===== src/rtl/itmr_pkg.sv =====
package itmr_pkg;
  localparam int CTL_W = 8;
  localparam int N_CODES = 8;
  localparam int CODE_W = $clog2(N_CODES);

  localparam int B_RESTART = 3;
  localparam int B_CSEL    = 4;
  localparam int B_MASK    = 5;
  localparam int B_BYP     = 6;

  typedef struct packed {
    logic              byp;
    logic              mask;
    logic              csel;
    logic [CODE_W-1:0] code;
  } ctl_t;

  localparam ctl_t CTL_RST = '{byp: 1'b0, mask: 1'b1, csel: 1'b0, code: '0};

  function automatic int tap_bit(input int c);
    case (c)
      6:       tap_bit = 7;
      7:       tap_bit = 10;
      default: tap_bit = c;
    endcase
  endfunction
endpackage


===== src/rtl/itmr_ctl.sv =====
module itmr_ctl
  import itmr_pkg::*;
(
  input  logic             clk,
  input  logic             rst,
  input  logic             wr,
  input  logic [CTL_W-1:0] wdata,
  input  logic             wdog_active,
  output ctl_t             ctl,
  output logic             restart
);
  always_ff @(posedge clk) begin
    if (rst) begin
      ctl <= CTL_RST;
    end else if (wr) begin
      ctl.code <= wdata[CODE_W-1:0];
      ctl.csel <= wdata[B_CSEL];
      ctl.mask <= wdata[B_MASK];
      ctl.byp  <= wdata[B_BYP];
    end
  end

  assign restart = wr && wdata[B_RESTART] && !wdog_active;
endmodule


===== src/rtl/itmr_prescaler.sv =====
module itmr_prescaler #(
  parameter int PS_W = 14
) (
  input  logic            clk,
  input  logic            rst,
  input  logic            en,
  input  logic            restart,
  output logic [PS_W-1:0] cnt
);
  always_ff @(posedge clk) begin
    if (rst || restart) cnt <= '0;
    else if (en)        cnt <= cnt + 1'b1;
  end

  AST_RESTART_CLEAR: assert property (@(posedge clk) disable iff (rst)
    restart |=> (cnt == '0));
  AST_HOLD_IDLE: assert property (@(posedge clk) disable iff (rst)
    (!restart && !en) |=> $stable(cnt));
  AST_STEP_ONE: assert property (@(posedge clk) disable iff (rst)
    (!restart && en) |=> (cnt == PS_W'($past(cnt) + 1'b1)));
endmodule


===== src/rtl/itmr_tap_out.sv =====
module itmr_tap_out
  import itmr_pkg::*;
#(
  parameter int PS_W   = 14,
  parameter int WD_TAP = 13
) (
  input  logic            clk,
  input  logic            rst,
  input  logic [PS_W-1:0] cnt,
  input  ctl_t            ctl,
  input  logic            en_sel,
  output logic            irq,
  output logic            tmr_out,
  output logic            wdog_clk
);
  logic [N_CODES-1:0] taps;
  logic               tap, tap_d;

  for (genvar g = 0; g < N_CODES; g++) begin : g_tap
    assign taps[g] = cnt[tap_bit(g)];
  end

  assign tap = taps[ctl.code];

  always_ff @(posedge clk) begin
    if (rst) begin
      tap_d    <= 1'b0;
      irq      <= 1'b0;
      tmr_out  <= 1'b0;
      wdog_clk <= 1'b0;
    end else begin
      tap_d    <= tap;
      irq      <= tap && !tap_d && !ctl.mask;
      tmr_out  <= ctl.byp ? en_sel : tap;
      wdog_clk <= cnt[WD_TAP];
    end
  end

  AST_IRQ_ONE_CYCLE: assert property (@(posedge clk) disable iff (rst)
    irq |=> !irq);
  AST_IRQ_MASKED: assert property (@(posedge clk) disable iff (rst)
    irq |-> !$past(ctl.mask));
endmodule


===== src/rtl/interval_timer_top.sv =====
module interval_timer_top
  import itmr_pkg::*;
#(
  parameter int PS_W   = 14,
  parameter int WD_TAP = PS_W - 1
) (
  input  logic             clk,
  input  logic             rst,
  input  logic             sys_en,
  input  logic             sub_en,
  input  logic             wdog_active,
  input  logic             ctl_wr,
  input  logic [CTL_W-1:0] ctl_wdata,
  output logic             irq,
  output logic             tmr_out,
  output logic             wdog_clk
);
  ctl_t            ctl;
  logic            restart;
  logic            en_sel;
  logic [PS_W-1:0] cnt;

  itmr_ctl i_ctl (
    .clk(clk), .rst(rst), .wr(ctl_wr), .wdata(ctl_wdata),
    .wdog_active(wdog_active), .ctl(ctl), .restart(restart)
  );

  assign en_sel = ctl.csel ? sub_en : sys_en;

  itmr_prescaler #(.PS_W(PS_W)) i_ps (
    .clk(clk), .rst(rst), .en(en_sel), .restart(restart), .cnt(cnt)
  );

  itmr_tap_out #(.PS_W(PS_W), .WD_TAP(WD_TAP)) i_out (
    .clk(clk), .rst(rst), .cnt(cnt), .ctl(ctl), .en_sel(en_sel),
    .irq(irq), .tmr_out(tmr_out), .wdog_clk(wdog_clk)
  );

  AST_RESET_QUIET: assert property (@(posedge clk)
    rst |=> (!irq && !tmr_out && !wdog_clk));
endmodule


===== config.mk =====
export PLATFORM = sky130hd
export DESIGN_NAME = interval_timer_top
export DESIGN_NICKNAME = d
export VERILOG_FILES = /design/src/rtl/itmr_pkg.sv /design/src/rtl/itmr_ctl.sv /design/src/rtl/itmr_prescaler.sv /design/src/rtl/itmr_tap_out.sv /design/src/rtl/interval_timer_top.sv
export SDC_FILE = /design/constraint.sdc
export NUM_CORES = 1
export LEC_CHECK = 0
export BUFFER_PORTS_ARGS = -buffer_cell sky130_fd_sc_hd__clkbuf_2
export CAP_MARGIN = 10
export CORE_MARGIN = 2
export CORE_UTILIZATION = 30
export DETAILED_ROUTE_END_ITERATION = 7
export HOLD_SLACK_MARGIN = 0.12
export PLACE_DENSITY = 0.56
export RECOVER_POWER = 25
export SYNTH_ARGS = -nofsm -noshare
export SYNTH_HDL_FRONTEND = slang
export SYNTH_HIERARCHICAL = 1
export SYNTH_SLANG_ARGS = --single-unit

===== constraint.sdc =====
create_clock -name clk -period 1.5 [get_ports clk]
set_clock_uncertainty 0.05 [all_clocks]
set_input_delay 0 -clock clk [delete_from_list [all_inputs] [get_ports clk]]
set_output_delay 0 -clock clk [all_outputs]
set_load 0.02 [all_outputs]

==> out/results.env <==
MAXIMUM_ROOT_TO_SINK_BUFFER_COUNT=2
VDD.IR_DROP.WORST_V=0.000612
POST_SYNTH_INST_COUNT=117
DETAIL_ROUTE.DRC_VIOLATIONS=0
MOST_FREQUENT_CELLS_IN_THE_LAYOUT='sky130_fd_sc_hd__dfxtp_1, sky130_fd_sc_hd__nor2_1, sky130_fd_sc_hd__dlygate4sd3_1, sky130_fd_sc_hd__mux2i_1, sky130_fd_sc_hd__clkbuf_2'
CRITICAL_PATH_CLASS='flop to flop'
MAX_CAP_VIOLATIONS=0
NNETSFINAL=169
GRT_ANTENNA_BEFORE_REPAIR=0
DRT-PASS1-ITER-COUNT=4
TOTALNEGATIVESETUPSLACK_PS=0
WL_PER_CELL_MICRONS=12.2
CRITICAL_PATH_CELL_LIST='mux2_4 > nand4_4 > or4_4 > a21oi_2'
CLOCK_TREE_FROM_TRITONCTS='done'
CORE_AREA_SQ_UM=3660
CHIPWIDTH_MICRONS=65.5
DETAIL_ROUTE.ITER0.VIOLATIONS=9
POSTROUTEWIRELENGTH_MICRONS=2450
P_LEAK_uW=0.000589
CRITICAL_PATH_PEAK_FANOUT=8
H-TREE-DEPTH=1
NUM_IO_PINS=17
FINAL_LAYOUT_SIZE_SUFFIX_GT1_SHARE_PCT=28.1
CP_DATA_ARRIVAL_TIME_PS=1620
GRT_PASS1_VIAS=960
WORST-SLEW-PIN-TRANSITION_PS=341
TIMING.FINAL.SETUP_VIOLATIONS=0
DIEHEIGHT_MICRONS=65.5
BUFFER_PORTS.INSERTED=15
GRT_REMAINING_OVERFLOW=0
TRACK_USAGE_PCT=12.5
HOLD_VIOLATIONS=0
SYNTH_NETS=132
MOST_USED_FLIP_FLOP_CELL_AFTER_SYNTHESIS='sky130_fd_sc_hd__dfxtp_1'
START_UTIL_PCT=31.0
FILL_CELL_COUNT=351
SLEW_VIOL_FINAL=0
CPPEAKSTAGEDELAY_PS=510
TIMING.CRITICAL_PATH.FROM_TYPE='flop'
FINAL.PERIOD_UTILIZATION_PCT=97.9
DPL_WORST_SLACK_PS=42.5
YOSYS_REGISTER_BITS=24
TIMING.FINAL.WS_SETUP_PS=30.9
NUMCTSBUFFERS=3
CRIT_SLOWEST_CELL='sky130_fd_sc_hd__or4_4'
YS.WARNINGS.COUNT=6
CLK_LATENCY_PS=260
SYNTH-SEQ-AREA-SHARE_PCT=42.3
ENDPOINT_KIND='flop'
DRT.ANTENNA.VIOLATING_NETS=0
ROUTABILITY_CONG=0.735
FLOORPLAN.ROWS=22
POWER_PER_CELL_AREA_nW_PER_UM2=922
CLK_PIN_SLEW_WORST_SETUP_HOLD_PATHS_PS=90
MIN-DELAY-PATH-CLASS='input pin to flop'
FP.DIEAREA_SQ_UM=4300
CLK_ROOT_BUFFER_CELL='sky130_fd_sc_hd__clkbuf_8'
CTS_SINK_CNT=24
GRT_START_MAX_NET_PINS=16
GRT_PASS1_WL_MICRONS=4310
ANTENNA_CELLS=0
YS_TYPES=33
MAXSLEWHEADROOM_PCT=77.0
SYN_STD_CELL_AREA_SQ_UM=1140
DP_HPWL_MICRONS=1750
AVGVIACOUNTPERCELL=4.84
ASYNCSETRESETFLOPFRACSYNTH_PCT=0
RUN_STATUS='finished, final reports clean'
LAYOUT_COMMONEST_CELL='sky130_fd_sc_hd__dfxtp_1'
REQ_TIME_CRIT_PATH_PS=1650
FINAL.MIN_CLOCK_PERIOD_PS=1470
MAXIMUM_FREQUENCY_FROM_STATIC_TIMING_ANALYSIS_GHz=0.681
RSZ0062_AT_GRT='true'
SYN_AREA_PER_CELL_SQ_UM=9.71
SYN_TO_FINAL_GROWTH_PCT=34.5
ROUTE.VIAS.TOTAL=972
NUMBER_OF_SYNTHESIZED_FLOPS_WITH_AN_ENABLE_PIN=0
## routing by layer
layer / vias to the layer above / GRT usage (%) / routed length, microns / share of wire [%]
met5: - / 0 / 0 / 0
met4: 0 / 0.781 / 0 / 0
met3: 0 / 2.40 / 72 / 2.9
met2: 16 / 23.3 / 1260 / 51
met1: 465 / 15.4 / 1120 / 46
li1: 491 / - / - / -
## Yosys cell counts, types with 3 or more instances
cell type / number / area share, %
sky130_fd_sc_hd__nor2_1: 14 / 4.6
sky130_fd_sc_hd__or4_1: 4 / 2.6
sky130_fd_sc_hd__mux2i_1: 13 / 11
sky130_fd_sc_hd__o31ai_1: 4 / 2.6
sky130_fd_sc_hd__nand3_1: 4 / 1.8
sky130_fd_sc_hd__nand2_1: 9 / 3.0
sky130_fd_sc_hd__or3_1: 4 / 2.2
sky130_fd_sc_hd__a21oi_1: 5 / 2.2
sky130_fd_sc_hd__xor2_1: 3 / 2.3
sky130_fd_sc_hd__dfxtp_1: 24 / 42
sky130_fd_sc_hd__nor4_1: 3 / 1.7
sky130_fd_sc_hd__inv_1: 3 / 0.99
sky130_fd_sc_hd__nand4_1: 3 / 1.7
## final timing paths
kind,start,endpoint,slack [ps],cells past startpoint
setup reg to reg,i_ctl/ctl[3],i_ps/cnt[10],30,4
hold / removal,sys_en,i_out/tmr_out,160,4
hold reg to reg,i_out/tap_d,i_out/irq,370,1
setup / recovery,i_ctl/ctl[3],i_ps/cnt[10],30,4
## final cells by class
class	instances	area (sq um)	share of cell area (%)
flip-flops and latches	24	483	31.6
well taps	48	60.1	3.93
clock buffers	3	41.3	2.70
clock inverters	1	30.0	1.97
inverters	3	11.3	0.737
multi-input cells	86	638	41.8
repair buffers	36	264	17.3
## repair_timing
| item | CTS | global route |
|---|---|---|
| endpoints found under the setup margin | 0 | 8 |
| hold endpoints to repair | 9 | 0 |
| resized for setup | 0 | 13 |
| hold buffers | 13 | 0 |
| buffers inserted | 0 | 2 |
## state kept, by name, summed over array words and instances, names as in the netlist
signal	cells
i_ctl/ctl	6
i_out/irq	1
i_out/tap_d	1
i_out/wdog_clk	1
i_out/tmr_out	1
i_ps/cnt	14
## critical path, delay by kind of cell (launching register included)
family,cells,cell delay (ps)
compound gates,1,140
flops,1,330
mux,1,240
simple gates,2,640
## metrics by stage
| step | power (uW) | std cells | util [%] | cell area, sq um | hold WS (ps) |
|---|---|---|---|---|---|
| final | 1410 | 201 | 41.7 | 1530 | 159 |
| after global placement | 828 | 182 | 35.0 | 1280 | 163 |
| after global routing | 1470 | 201 | 41.7 | 1530 | 170 |
| after floorplan | 785 | 117 | - | 1140 | 21.6 |
| after CTS | 1430 | 199 | 40.5 | 1480 | 154 |
| after detailed placement | 833 | 182 | 35.0 | 1280 | 166 |
## logic make-up after synthesis
| family | share of synthesized area (%) |
|---|---|
| fa+ha+maj | 1.10 |
| mux | 12.8 |
| compound gates | 8.81 |
| simple gates | 28.0 |
| buf+inv | 3.96 |
| flops | 42.3 |
| xor+xnor | 3.08 |
## power breakdown
part           switching (uW)  total (uW)  leakage, uW  internal (uW)
Clock                     203         559    0.0000357            356
Combinational            80.7         172     0.000358           91.4
Sequential               17.6         678     0.000196            660
Note: power is estimated with default switching activity, not from simulation.
